==> config.mk <==
export PLATFORM = sky130hd
export DESIGN_NAME = ray_dispatch_hub
export DESIGN_NICKNAME = d
export VERILOG_FILES = /design/src/rtl/rdh_pkg.sv /design/src/rtl/rdh_rr_pick.sv /design/src/rtl/rdh_slot_ctr.sv /design/src/rtl/rdh_merge_stage.sv /design/src/rtl/ray_dispatch_hub.sv
export SDC_FILE = /design/constraint.sdc
export NUM_CORES = 1
export LEC_CHECK = 0
export ABC_AREA = 1
export BUFFER_PORTS_ARGS = -buffer_cell sky130_fd_sc_hd__buf_4
export CAP_MARGIN = 20
export CORE_MARGIN = 5
export CORE_UTILIZATION = 37
export DETAILED_ROUTE_END_ITERATION = 7
export GPL_ROUTABILITY_DRIVEN = 0
export PLACE_DENSITY = 0.63
export SLEW_MARGIN = 10
export SYNTH_ARGS = -nofsm -noshare
export SYNTH_HDL_FRONTEND = slang
export SYNTH_SLANG_ARGS = --single-unit
==> constraint.sdc <==
create_clock -name clk -period 4.5 [get_ports clk]
set_clock_uncertainty 0.1 [all_clocks]
set_input_delay 0.9 -clock clk [delete_from_list [all_inputs] [get_ports clk]]
set_output_delay 0.9 -clock clk [all_outputs]
set_load 0.1 [all_outputs]
==> src/rtl/rdh_pkg.sv <==
package rdh_pkg;
    localparam int NUM_TRV   = 4;
    localparam int TRV_SLOTS = 16;
    localparam int RAY_W     = 16;

    typedef enum logic {
        MS_EMPTY = 1'b0,
        MS_FULL  = 1'b1
    } merge_state_e;
endpackage

==> src/rtl/rdh_rr_pick.sv <==
module rdh_rr_pick #(
    parameter int N  = 4,
    parameter int IW = (N > 1) ? $clog2(N) : 1
) (
    input  logic [N-1:0]  req,
    input  logic [IW-1:0] ptr,
    output logic [N-1:0]  gnt,
    output logic [IW-1:0] gnt_idx,
    output logic          any
);
    // first requester at or after ptr, wrapping
    always_comb begin
        gnt     = '0;
        gnt_idx = '0;
        any     = 1'b0;
        for (int k = 0; k < N; k++) begin
            int idx;
            idx = int'(ptr) + k;
            if (idx >= N) idx = idx - N;
            if (!any && req[idx]) begin
                any      = 1'b1;
                gnt[idx] = 1'b1;
                gnt_idx  = IW'(idx);
            end
        end
    end
endmodule

==> src/rtl/rdh_slot_ctr.sv <==
module rdh_slot_ctr #(
    parameter int CAP = 16
) (
    input  logic clk,
    input  logic rst_n,
    input  logic inc,
    input  logic dec,
    output logic full
);
    localparam int CW = $clog2(CAP + 1);

    logic [CW-1:0] cnt;

    always_ff @(posedge clk) begin
        if (!rst_n) begin
            cnt <= '0;
        end else begin
            unique case ({inc, dec})
                2'b10:   cnt <= cnt + CW'(1);
                2'b01:   cnt <= cnt - CW'(1);
                default: cnt <= cnt;
            endcase
        end
    end

    assign full = (cnt == CW'(CAP));

    a_r4_no_overflow: assert property (@(posedge clk) disable iff (!rst_n)
        cnt <= CW'(CAP));
    a_r4_full_takes_none: assert property (@(posedge clk) disable iff (!rst_n)
        full |-> !inc);
    a_r5_no_underflow: assert property (@(posedge clk) disable iff (!rst_n)
        (cnt == '0) |-> !dec);
    a_r5_free_only_on_retire: assert property (@(posedge clk) disable iff (!rst_n)
        !dec |=> (cnt >= $past(cnt)));
endmodule

==> src/rtl/rdh_merge_stage.sv <==
module rdh_merge_stage
    import rdh_pkg::*;
#(
    parameter int N  = 4,
    parameter int DW = 16,
    parameter int IW = (N > 1) ? $clog2(N) : 1
) (
    input  logic          clk,
    input  logic          rst_n,
    input  logic [N-1:0]  req_valid,
    input  logic [N*DW-1:0] req_data,
    output logic [N-1:0]  req_ready,
    output logic          out_valid,
    output logic [DW-1:0] out_data,
    output logic [IW-1:0] out_src,
    input  logic          out_ready
);
    merge_state_e  state, state_nx;
    logic [IW-1:0] ptr;
    logic [N-1:0]  gnt;
    logic [IW-1:0] gnt_idx;
    logic          any;
    logic          take;

    rdh_rr_pick #(.N(N), .IW(IW)) u_pick (
        .req     (req_valid),
        .ptr     (ptr),
        .gnt     (gnt),
        .gnt_idx (gnt_idx),
        .any     (any)
    );

    // state register
    always_ff @(posedge clk) begin
        if (!rst_n) state <= MS_EMPTY;
        else        state <= state_nx;
    end

    // transitions: capture, hold, pass-on, drain
    always_comb begin
        state_nx = state;
        unique case (state)
            MS_EMPTY: state_nx = any ? MS_FULL : MS_EMPTY;
            MS_FULL:  state_nx = (out_ready && !any) ? MS_EMPTY : MS_FULL;
            default:  state_nx = MS_EMPTY;
        endcase
    end

    // outputs
    always_comb begin
        take = 1'b0;
        unique case (state)
            MS_EMPTY: take = any;
            MS_FULL:  take = any && out_ready;
            default:  take = 1'b0;
        endcase
        out_valid = (state == MS_FULL);
        req_ready = take ? gnt : '0;
    end

    always_ff @(posedge clk) begin
        if (!rst_n) begin
            ptr      <= '0;
            out_data <= '0;
            out_src  <= '0;
        end else if (take) begin
            out_data <= req_data[gnt_idx*DW +: DW];
            out_src  <= gnt_idx;
            ptr      <= (gnt_idx == IW'(N - 1)) ? '0 : gnt_idx + IW'(1);
        end
    end

    a_r7_hold_stable: assert property (@(posedge clk) disable iff (!rst_n)
        (out_valid && !out_ready) |=> (out_valid && $stable(out_data) && $stable(out_src)));
    a_r7_no_grant_in_stall: assert property (@(posedge clk) disable iff (!rst_n)
        (out_valid && !out_ready) |-> (req_ready == '0));
    a_r6_grant_onehot: assert property (@(posedge clk) disable iff (!rst_n)
        $onehot0(req_ready));
    a_r6_grant_needs_req: assert property (@(posedge clk) disable iff (!rst_n)
        ((req_ready & ~req_valid) == '0));
endmodule

==> src/rtl/ray_dispatch_hub.sv <==
module ray_dispatch_hub
    import rdh_pkg::*;
#(
    parameter int NTRV  = NUM_TRV,
    parameter int SLOTS = TRV_SLOTS,
    parameter int RW    = RAY_W,
    parameter int TAG_W = (NTRV > 1) ? $clog2(NTRV) : 1
) (
    input  logic               clk,
    input  logic               rst_n,
    input  logic               ray_in_valid,
    output logic               ray_in_ready,
    input  logic [RW-1:0]      ray_in_data,
    output logic [NTRV-1:0]    issue_valid,
    output logic [RW-1:0]      issue_data,
    input  logic [NTRV-1:0]    leaf_valid,
    input  logic [NTRV*RW-1:0] leaf_data,
    output logic [NTRV-1:0]    leaf_ready,
    output logic               isect_in_valid,
    output logic [RW-1:0]      isect_in_data,
    output logic [TAG_W-1:0]   isect_in_tag,
    input  logic               isect_in_ready,
    input  logic               isect_out_valid,
    input  logic [RW-1:0]      isect_out_data,
    input  logic [TAG_W-1:0]   isect_out_tag,
    output logic [NTRV-1:0]    ret_valid,
    output logic [RW-1:0]      ret_data,
    input  logic [NTRV-1:0]    fin_valid,
    input  logic [NTRV*RW-1:0] fin_data,
    output logic [NTRV-1:0]    fin_ready,
    output logic               shd_valid,
    output logic [RW-1:0]      shd_data,
    output logic [TAG_W-1:0]   shd_src,
    input  logic               shd_ready
);
    logic [NTRV-1:0]  unit_full;
    logic [NTRV-1:0]  unit_open;
    logic [NTRV-1:0]  pick_gnt;
    logic [TAG_W-1:0] pick_idx;
    logic             pick_any;
    logic [TAG_W-1:0] disp_ptr;
    logic             accept;
    logic [NTRV-1:0]  retire;

    assign unit_open = ~unit_full;

    rdh_rr_pick #(.N(NTRV), .IW(TAG_W)) u_disp_pick (
        .req     (unit_open),
        .ptr     (disp_ptr),
        .gnt     (pick_gnt),
        .gnt_idx (pick_idx),
        .any     (pick_any)
    );

    assign ray_in_ready = pick_any;
    assign accept       = ray_in_valid && pick_any;
    assign issue_valid  = accept ? pick_gnt : '0;
    assign issue_data   = ray_in_data;

    always_ff @(posedge clk) begin
        if (!rst_n)      disp_ptr <= '0;
        else if (accept) disp_ptr <= (pick_idx == TAG_W'(NTRV - 1)) ? '0 : pick_idx + TAG_W'(1);
    end

    assign retire = fin_valid & fin_ready;

    for (genvar g = 0; g < NTRV; g++) begin : g_slots
        rdh_slot_ctr #(.CAP(SLOTS)) u_ctr (
            .clk   (clk),
            .rst_n (rst_n),
            .inc   (issue_valid[g]),
            .dec   (retire[g]),
            .full  (unit_full[g])
        );
    end

    rdh_merge_stage #(.N(NTRV), .DW(RW), .IW(TAG_W)) u_leaf_merge (
        .clk       (clk),
        .rst_n     (rst_n),
        .req_valid (leaf_valid),
        .req_data  (leaf_data),
        .req_ready (leaf_ready),
        .out_valid (isect_in_valid),
        .out_data  (isect_in_data),
        .out_src   (isect_in_tag),
        .out_ready (isect_in_ready)
    );

    always_comb begin
        ret_valid = '0;
        if (isect_out_valid) ret_valid[isect_out_tag] = 1'b1;
    end
    assign ret_data = isect_out_data;

    rdh_merge_stage #(.N(NTRV), .DW(RW), .IW(TAG_W)) u_fin_merge (
        .clk       (clk),
        .rst_n     (rst_n),
        .req_valid (fin_valid),
        .req_data  (fin_data),
        .req_ready (fin_ready),
        .out_valid (shd_valid),
        .out_data  (shd_data),
        .out_src   (shd_src),
        .out_ready (shd_ready)
    );

    a_r2_single_issue: assert property (@(posedge clk) disable iff (!rst_n)
        $onehot0(issue_valid));
    a_r2_issue_needs_ray: assert property (@(posedge clk) disable iff (!rst_n)
        (issue_valid != '0) |-> ray_in_valid);
    a_r4_stall_when_all_full: assert property (@(posedge clk) disable iff (!rst_n)
        (&unit_full) |-> (issue_valid == '0));
    a_r8_return_onehot: assert property (@(posedge clk) disable iff (!rst_n)
        isect_out_valid |-> $onehot(ret_valid));
    a_r8_no_spurious_return: assert property (@(posedge clk) disable iff (!rst_n)
        !isect_out_valid |-> (ret_valid == '0));
endmodule

==> results of run 1 <==
-- kinds of logic after synthesis --
| kind of cell | Yosys count | synth area share (%) |
|---|---|---|
| AO/OA/AOI/OAI | 124 | 11.8 |
| flip-flops | 64 | 20.6 |
| AND/OR/NAND/NOR | 525 | 37.4 |
| XOR/XNOR | 8 | 1.12 |
| adder cells (fa/ha/maj) | 36 | 7.71 |
| buffers and inverters | 293 | 21.4 |
-- power breakdown --
| part | leakage [nW] | switching [W] | internal [W] |
|---|---|---|---|
| clock network | 0.159 | 0.000249 | 0.000511 |
| registers | 0.530 | 0.000160 | 0.000790 |
| logic | 3.93 | 0.00355 | 0.00135 |
-- Yosys cell counts (all sizes together), types with 6 or more instances --
cell,number,share of area [%]
nor2,119,7.7
inv,220,13
o21ai,54,5.2
nand2,255,16
ha,32,6.4
dfxtp,64,21
xnor2,7,0.98
nand3,122,10
nand3b,18,2.2
nand4,6,0.60
buf,67,7.8
a21oi,47,3.8
-- through the flow --
stage | area (sq um) | setup slack (ns) | total power [W] | hold slack [ns] | instances
after floorplan | 6230 | 0.501 | 0.00514 | 0.343 | 1050
after global placement | 7540 | 0.653 | 0.00588 | 0.358 | 1403
after detailed placement | 7540 | 0.557 | 0.00590 | 0.365 | 1403
after CTS | 7870 | 0.524 | 0.00670 | 0.379 | 1418
after global routing | 7870 | 0.0355 | 0.00725 | 0.390 | 1418
final | 7870 | 0.508 | 0.00661 | 0.377 | 1418
-- worst max-delay path: stages (launching register included) --
cell	delay (ns)
dfxtp_1	0.58
inv_2	0.20
ha_1	0.36
inv_1	0.07
nand3_1	0.10
nand2_1	0.11
nand3_1	0.16
nor2_1	0.08
nor2_1	0.26
inv_2	0.10
a21oi_1	0.18
inv_1	0.07
ha_1	0.28
fa_1	0.43
a21o_1	0.17
a21oi_1	0.13
inv_1	0.07
a21oi_1	0.11
o21ai_0	0.11
o21ai_0	0.16
a21oi_1	0.05
-- state kept, by name, indices dropped and copies added (netlist names), named ones only --
register	count
u_fin_merge.ptr	1
g_slots.u_ctr.cnt	20
u_leaf_merge.out_data	16
u_leaf_merge.out_src	2
u_leaf_merge.ptr	2
u_fin_merge.out_valid	1
disp_ptr	2
u_fin_merge.out_src	2
u_fin_merge.out_data	16
u_leaf_merge.out_valid	1
-- final cells by class --
cell class / count / area, sq um / share of cell area, %
Multi-Input combinational cell: 693 / 3620 / 46.0
Timing Repair Buffer: 205 / 1540 / 19.6
Sequential cell: 64 / 1280 / 16.3
Inverter: 221 / 832 / 10.6
Tap cell: 220 / 275 / 3.50
Clock buffer: 12 / 256 / 3.26
Clock inverter: 3 / 65.1 / 0.827
-- worst min-delay path by stage --
stage	to	slack, ns
2_1_floorplan	g_slots[0].u_ctr.cnt[4]	0.34
3_3_place_gp	g_slots[2].u_ctr.cnt[4]	0.36
3_5_place_dp	g_slots[0].u_ctr.cnt[4]	0.37
4_1_cts	u_fin_merge.out_src[0]	0.38
5_1_grt	u_fin_merge.out_src[0]	0.39
6_report	g_slots[2].u_ctr.cnt[4]	0.38
-- metal layers --
layer / vias up / global-route usage (%) / share of wire (%)
li1: 3501 / - / -
met1: 2911 / 21.2 / 42
met2: 174 / 31.5 / 49
met3: 24 / 5.93 / 7.6
met4: 0 / 5.15 / 1.6
met5: - / 0 / 0
==> reports/qor.txt, run 1 <==
hold violation count in the final report - 0
GRT Resource Usage Total - 18.1%
final worst-path cycle share - 88.7%
I/O Pins - 263
Max Buffers Root-to-Sink - 2
largest net degree at the start of global routing - 36
Mapped Cells - 1050
n_diodes - 0
worst reg2reg path depth - 20
flop2flop setup slack - 0.51 ns
Max-Slew Margin vs Limit - 55.3%
ys async rst share - 0%
Starting Density - 37.6%
Cell Rows - 47
layout cells sized above 1 - 22.6%
H-Tree Level Count - 3
Worst Hold Depth - 1
PwrDens - 841 mW/mm^2
Setup crit start kind - register
Starting DRT DRC Count - 226
Post-Syn Area - 0.00623 sq mm
FILL cells - 1807
status - completed
fin util - 47.4%
worst r2r src - disp_ptr[0]
gr ovfl total - 0
Post-CTS Setup Inserts - 0
Seq/Total Area, Yosys - 20.6%
Post-synth EDFFs - 0
TritonCTS buffer count - 9
Worst-Margin Slew - 0.667 ns
vias in the first global route - 6346
initial antenna violation count - 0
Tmin final - 3.99 ns
Synth cell types - 43
hpwl dp - 14.0 mm
Hold Path Origin - g_slots[2].u_ctr.cnt[4]
worst vdd ir - 0.000545 V
root buf cell - clkbuf_16
Slew Limit Fails - 0
drt first pass iters - 5
commonest register cell after synthesis - dfxtp_1
CTS tree - yes
floorplan core area - 0.0166 sq mm
Worst Hold Class - reg -> reg
TNS Setup - 0 ns
worst path required time - 4.62 ns
Area Overhead vs Synth - 26.2%
Clock Sinks - 64
Die H - 140 microns
Mapped Avg Cell Area - 5.94 sq um
Die W - 140 microns
CP Data Arrival Time - 4.11 ns
Lkg Pwr - 4.62 nW
vias per cell - 4.66
CP startpoint - disp_ptr[0]
synth warn - 0
Worst Setup EP - g_slots[1].u_ctr.cnt[4]
Detailed Route WL - 17.9 mm
CTS clk-pin slew, worst paths - 0.05 ns
Mapped Nets - 1262
WL/cell - 12.6 microns
NumNets Final - 1406
RSZ-0062 raised after global routing - no
total of max-cap violations - 0
# setup viols final - 0
Worst-Skew Late Latency - 0.33 ns
Buffers on Ports - 198
reg-to-reg critical path endpoint - g_slots[1].u_ctr.cnt[4]
Yosys reg bits - 64
post-CTS sizing - 0
Crit Path Max Fanout - 13
first-pass GRT wire length - 29.7 mm
number of remaining DRC errors - 0
Hold Buf Count CTS - 0
Max Freq - 251 MHz
post-route ant nets - 0
commonest non-fill, non-tap cell in the layout - nand2_1
die area - 0.0195 sq mm
Worst Setup Path Type - reg -> reg
most frequent cells in the layout - nand2_1 (237), inv_1 (207), buf_4 (205), nand3_1 (120), nor2_1 (115)
DR vias - 6610
CP Capture Type - register
Power figures use the tool's default switching activity.
==> run 2: changes to the inputs <==
==> constraint.sdc (replaced) <==
create_clock -name clk -period 3.7 [get_ports clk]
set_clock_uncertainty 0.1 [all_clocks]
set_input_delay 0.74 -clock clk [delete_from_list [all_inputs] [get_ports clk]]
set_output_delay 0.74 -clock clk [all_outputs]
set_load 0.1 [all_outputs]
==> run 2 against run 1 <==
Compared with the run above: first-iteration DRC count rose by 40%; final area grew 1.3%; highest routed layer unchanged; register-to-register slack got worse by 0.21 ns; largest power group unchanged; sequential share of layout area fell by 0.21 points; count of clock-buffer cells in the layout fell by 3; combinational power up 22%; worst hold slack improved by 0.0022 ns; critical path depth grew 1; cell count rose by 0.71%.
==> reports/qor.txt, run 2 (synthesis gave the netlist of run 1 again) <==
max reg flops - 20 (unchanged)
layout cells sized above 1 - 24.2% (+1.6 points)
DR vias - 6588 (-0.33%)
post-place instance area - 0.00760 sq mm (+0.70%)
WL/cell - 12.5 microns (-0.92%)
logic gate share of total power - 74.1% (about the same)
Worst Setup Path Type - reg -> reg
root buf cell - clkbuf_16
Seq pwr share - 14.2% (-0.2 points)
worst path required time - 3.87 ns (-0.75 ns)
Largest Register - g_slots.u_ctr.cnt
number of remaining DRC errors - 0 (unchanged)
RSZ-0062 raised after global routing - yes
PwrDens - 1020 mW/mm^2 (+21%)
part of the power in the clock network - 11.7% (+0.2 points)
final instance area - 0.00797 sq mm (+1.3%)
Worst-Margin Slew - 0.737 ns (+0.0702 ns)
Placed Instances - 1410 (+0.50%)
I/O Pins - 263 (unchanged)
Worst Hold Class - reg -> reg
# setup viols final - 0 (unchanged)
P_sw - 0.00486 W (+23%)
Max-Slew Margin vs Limit - 50.9% (-4.4 points)
Sw Share - 60.0% (+0.16 points)
Max Freq - 294 MHz (+17%)
largest net degree at the start of global routing - 36 (unchanged)
Crit Path Max Fanout - 6 (-7)
final worst-path cycle share - 92.0% (+3.3 points)
n_diodes - 0 (unchanged)
floorplan core area - 0.0166 sq mm (unchanged)
CTS tree - yes
Worst-Skew Late Latency - 0.34 ns (about the same)
Tmin final - 3.41 ns (-0.586 ns)
drt first pass iters - 5 (unchanged)
CP Data Arrival Time - 3.57 ns (-0.54 ns)
vias in the first global route - 6143 (-3.2%)
CTS clk-pin slew, worst paths - 0.06 ns (about the same)
first-pass GRT wire length - 29.0 mm (-2.5%)
Buffers on Ports - 198 (unchanged)
area of the multi-input gates - 0.00364 sq mm (+0.80%)
gr ovfl total - 0 (unchanged)
worst vdd ir - 0.000749 V (+38%)
Cell Rows - 47 (unchanged)
Worst Setup EP - g_slots[0].u_ctr.cnt[4]
vias per cell - 4.61 (-1.0%)
Die H - 140 microns (unchanged)
initial antenna violation count - 0 (unchanged)
Starting DRT DRC Count - 317 (+40%)
FILL cells - 1808 (+0.055%)
Area Overhead vs Synth - 27.8%
fin util - 48.0% (+0.62 points)
Detailed Route WL - 17.8 mm (-0.22%)
CP Capture Type - register
reg-to-reg critical path endpoint - g_slots[0].u_ctr.cnt[4]
non-filler cells, final - 1428 (+0.71%)
hold violation count in the final report - 0 (unchanged)
Hold WS - 0.379 ns (+0.00224 ns)
hpwl dp - 13.8 mm (-1.6%)
Clock Sinks - 64 (unchanged)
GRT Resource Usage Total - 17.6% (-0.50 points)
worst reg2reg path depth - 21 (+5.0%)
die area - 0.0195 sq mm (unchanged)
status - completed
Max Buffers Root-to-Sink - 2 (unchanged)
Slew Limit Fails - 0 (unchanged)
TritonCTS buffer count - 9 (unchanged)
internal power - 0.00323 W (+22%)
Reg area - 0.00128 sq mm (unchanged)
commonest non-fill, non-tap cell in the layout - nand2_1
total of max-cap violations - 0 (unchanged)
Die W - 140 microns (unchanged)
flop2flop setup slack - 0.29 ns (-0.21 ns)
H-Tree Level Count - 3 (unchanged)
NumNets Final - 1415 (+0.64%)
Setup crit start kind - register
post-route ant nets - 0 (unchanged)
most frequent cells in the layout - nand2_1 (235), buf_4 (214), inv_1 (207), nand3_1 (119), nor2_1 (112)
Starting Density - 37.6% (unchanged)
Largest regs - g_slots.u_ctr.cnt x20, u_fin_merge.out_data x16, u_leaf_merge.out_data x16
Lkg Pwr - 4.66 nW (+0.82%)
[run 2: changes by cell type in the layout (fill, tap and decap cells not counted), moves of 2 or more]
cell and change:
buf_4 +9, ha_1 -3, ha_2 +3, nor2_1 -3
nor2_2 +3, clkbuf_8 -2, clkinv_4 +2, inv_6 +2
nand2_1 -2, nand2_2 +2
[run 2: how the worst min path moves through the flow]
stage,startpoint,depth (start not counted),to
floorplan,g_slots[0].u_ctr.cnt[4],1,g_slots[0].u_ctr.cnt[4]
finish,u_fin_merge.out_src[1],2,u_fin_merge.out_src[1]
detailed placement,g_slots[0].u_ctr.cnt[4],1,g_slots[0].u_ctr.cnt[4]
CTS,g_slots[0].u_ctr.cnt[4],1,g_slots[0].u_ctr.cnt[4]
global placement,g_slots[3].u_ctr.cnt[4],1,g_slots[3].u_ctr.cnt[4]
global route,u_fin_merge.out_src[1],2,u_fin_merge.out_src[1]
[run 2: metal layers]
| layer | wire (microns) | track usage, % | vias to the layer above | share of wire [%] |
|---|---|---|---|---|
| li1 | - | - | 3511 | - |
| met1 | 7500 | 20.6 | 2880 | 42 |
| met2 | 8800 | 31.2 | 176 | 49 |
| met3 | 1280 | 5.66 | 21 | 7.2 |
| met4 | 235 | 4.18 | 0 | 1.3 |
| met5 | 0 | 0 | - | 0 |
[run 2: power groups by stage]
stage / clock, W / combinational, W / sequential [W]
after detailed placement: 0 / 0.00601 / 0.00116
final: 0.000944 / 0.00600 / 0.00115
after global routing: 0.00100 / 0.00667 / 0.00118
after global placement: 0 / 0.00599 / 0.00116
after floorplan: 0 / 0.00400 / 0.00225
after CTS: 0.000975 / 0.00604 / 0.00115
[run 2: critical path, cell delays in order, from the launching register on]
cell	delay [ns]
dfxtp_1	0.32
inv_1	0.10
ha_1	0.36
nand2_1	0.11
o21ai_2	0.08
nor2_4	0.14
nand2_4	0.09
nor2_8	0.13
inv_1	0.10
o221ai_1	0.16
nand2_1	0.09
nor2_1	0.12
ha_1	0.28
inv_1	0.08
fa_1	0.41
inv_1	0.07
a31oi_1	0.08
inv_1	0.07
o21ai_0	0.07
a21oi_1	0.16
o21ai_0	0.09
a21oi_1	0.12
[run 2: layout make-up]
type	instances	share of cell area, %
timing repair buffer	214	20.2
clock inverter	7	1.29
tap	220	3.45
sequential	64	16.1
inverter	221	10.4
clock buffer	9	2.83
multi-input combinational	693	45.7
[run 2: per-stage QoR]
stage               power [W]  setup WS [ns]  TNS (ns)
floorplan             0.00625         0.0214         0
global placement      0.00715         0.0765         0
detailed placement    0.00717        -0.0239   -0.0239
CTS                   0.00816          0.183         0
global route          0.00885        -0.0191   -0.0191
finish                0.00809          0.295         0
[run 2: what timing repair did]
action,4_1_cts,5_1_grt
setup buffers,0,2
gates resized for setup,0,10
setup endpoints to repair,0,5
hold buffers,0,0
==> run 3: changes to the inputs <==
--- a/config.mk
+++ b/config.mk
@@ -16,4 +16,5 @@
 export SLEW_MARGIN = 10
 export SYNTH_ARGS = -nofsm -noshare
 export SYNTH_HDL_FRONTEND = slang
+export SYNTH_HIERARCHICAL = 1
 export SYNTH_SLANG_ARGS = --single-unit
==> run 3 against run 2 <==
Compared with the run above: utilization grew 0.50 points; first-iteration DRC count rose by 12%; register-to-register slack improved by 0.06 ns; non-clock buffer count decreased by 5; critical path type is now reg -> out; critical endpoint is now fin_ready[2].
==> reports/qor.txt, run 3 <==
status - completed
hpwl dp - 14.1 mm (+2.2%)
initial antenna violation count - 0 (unchanged)
gr ovfl total - 0 (unchanged)
total of max-cap violations - 0 (unchanged)
met2 Track Usage GR - 29.9% (-1.3 points)
post-route setup slack - 0.292 ns (-0.00254 ns)
setup slack at placement - 0.359 ns (+0.382 ns)
hold violation count in the final report - 0 (unchanged)
synth warn - 6 (+6)
root buf cell - clkbuf_16
Hold WS - 0.388 ns (+0.00884 ns)
met3 Use GR - 4.42% (-1.2 points)
Buffers on Ports - 198 (unchanged)
Seq/Total Area, Yosys - 19.6% (-0.98 points)
Die W - 143 microns (+2.3%)
Max-Slew Margin vs Limit - 61.1% (+10 points)
ys async rst share - 0% (unchanged)
Die H - 143 microns (+2.3%)
Mapped Avg Cell Area - 6.26 sq um (+5.5%)
Worst-Margin Slew - 0.584 ns (-0.153 ns)
drt first pass iters - 4 (-1)
cell taking the most area after synthesis - dfxtp_1
largest net degree at the start of global routing - 53 (+47%)
FILL cells - 1839 (+1.7%)
worst path required time - 2.86 ns (-1.01 ns)
Synth cell types - 29 (-33%)
Worst Hold Class - reg -> reg
Max Freq - 293 MHz (about the same)
H-Tree Level Count - 3 (unchanged)
final worst-path cycle share - 92.1% (about the same)
Cell Rows - 48 (+2.1%)
Mapped Cells - 1045 (-0.48%)
TNS Setup - 0 ns (unchanged)
Max Buffers Root-to-Sink - 2 (unchanged)
commonest non-fill, non-tap cell in the layout - nand2_1
Setup crit start kind - register
Crit Path Max Fanout - 13 (+7)
CTS clk-pin slew, worst paths - 0.06 ns (about the same)
CP Capture Type - primary output
synth top area cells - dfxtp_1 (20%), nand2_1 (18%), nand3_1 (8.9%)
Placed Instances - 1412 (+0.14%)
layout cells sized above 1 - 32.5% (+8.3 points)
Post-Syn Area - 0.00655 sq mm (+5.0%)
die area - 0.0204 sq mm (+4.6%)
Starting DRT DRC Count - 355 (+12%)
post-route ant nets - 0 (unchanged)
NumNets Final - 1417 (+0.14%)
met1 global-route usage - 20.2% (-0.39 points)
DR vias - 6675 (+1.3%)
Yosys reg bits - 64 (unchanged)
n_diodes - 0 (unchanged)
number of remaining DRC errors - 0 (unchanged)
Starting Density - 37.7% (+0.12 points)
non-filler cells, final - 1428 (unchanged)
Slew Limit Fails - 0 (unchanged)
most used routing layer - met2
first-pass GRT wire length - 28.5 mm (-1.6%)
RSZ-0062 raised after global routing - no
CTS tree - yes
vias per cell - 4.67 (+1.3%)
Mapped Nets - 1264 (+0.16%)
# setup viols final - 0 (unchanged)
WL/cell - 12.6 microns (+0.72%)
post-synth top area share - 19.6% (-0.98 points)
most numerous cell in the Yosys netlist - nand2_1
Post-CTS Setup Inserts - 0 (unchanged)
Post-synth EDFFs - 0 (unchanged)
CP Data Arrival Time - 2.57 ns (-1.00 ns)
Worst-Skew Late Latency - 0.33 ns (about the same)
max reg flops - 20 (unchanged)
Largest regs - g_slots.u_ctr/cnt x20, u_fin_merge/out_data x16, u_leaf_merge/out_data x16
synth cell count leaders - nand2_1 (313), inv_1 (153), nand3_1 (116)
commonest register cell after synthesis - dfxtp_1
Area Overhead vs Synth - 28.7%
I/O Pins - 263 (unchanged)
vias in the first global route - 6188 (+0.73%)
Clock Sinks - 64 (unchanged)
Worst Setup Path Type - reg -> out
GRT Resource Usage Total - 16.9% (-0.67 points)
Tmin final - 3.41 ns (+0.00254 ns)
floorplan core area - 0.0174 sq mm (+4.7%)
Largest Register - g_slots.u_ctr/cnt
most frequent cells in the layout - nand2_1 (304), buf_4 (208), inv_1 (139), nand3_1 (116), dfxtp_1 (62)
Detailed Route WL - 17.9 mm (+0.72%)
TritonCTS buffer count - 9 (unchanged)
## run 3: cell types whose count changed after synthesis, moves of 9 or more
cell | before | now
nand2_2 | 14 | 50
nor2_1 | 115 | 54
a21boi_0 | 0 | 12
o21ai_0 | 40 | 18
nand2_1 | 237 | 313
ha_1 | 32 | 43
buf_4 | 43 | 34
nand3_2 | 1 | 21
nand3b_1 | 18 | 4
inv_1 | 207 | 153
o21ai_2 | 11 | 0
a21oi_2 | 1 | 24
nand4_1 | 6 | 21
## run 3: worst paths after layout
kind | start | to | slack, ns | depth (start not counted)
setup / recovery | u_fin_merge/ptr[1] | fin_ready[2] | 0.29 | 11
hold / removal | u_fin_merge/out_src[1] | u_fin_merge/out_src[1] | 0.39 | 2
setup reg to reg | u_fin_merge/ptr[1] | g_slots[2].u_ctr/cnt[4] | 0.35 | 23
hold reg to reg | u_fin_merge/out_src[1] | u_fin_merge/out_src[1] | 0.39 | 2
## run 3: critical path: stages (launching register included)
cell and delay (ns):
dfxtp_1 0.47, inv_1 0.19, ha_1 0.40, inv_1 0.10
nand2_1 0.07, nand2_1 0.08, nor2_4 0.23, nand4_1 0.13
nand3_1 0.09, inv_1 0.05, nor2_2 0.11, buf_4 0.30
## run 3: timing repair
item,in CTS,in global routing
endpoints found under the setup margin,0,5
hold buffers,0,0
gates resized for setup,0,1
## run 3: cell type report
class                           instances  area, sq um  share of cell area [%]
Sequential cell                        64         1290                    15.3
Tap cell                              225          282                    3.34
Timing Repair Buffer                  209         1580                    18.8
Multi-Input combinational cell        752         4280                    50.8
Inverter                              162          633                    7.51
Clock inverter                          5          100                    1.19
Clock buffer                           11          264                    3.13
## run 3: cells by family (layout without fill, tap and decap cells)
kind of cell	Yosys count	in the layout	synth area share, %
compound gates	103	103	9.86
buf+inv	229	387	18.6
xor+xnor	8	8	1.07
flops	64	64	19.6
fa+ha+maj	43	43	8.22
simple gates	598	598	42.7
## run 3: per-layer routing
metal / wire (microns) / vias to the layer above
met5: 0 / -
met4: 189 / 0
met3: 958 / 13
met2: 9000 / 144
met1: 7790 / 2961
li1: - / 3557
## run 3: through the flow
step	util (%)	instance area [sq um]
after floorplan	-	6790
final	48.5	8430
after CTS	48.5	8420
after global placement	46.4	8060
after detailed placement	46.4	8060
after global routing	48.5	8430
Power of run 3 is left out: the tool's default activity adds up to more than one toggle a clock period on the data nets, which glitch-free logic cannot reach.
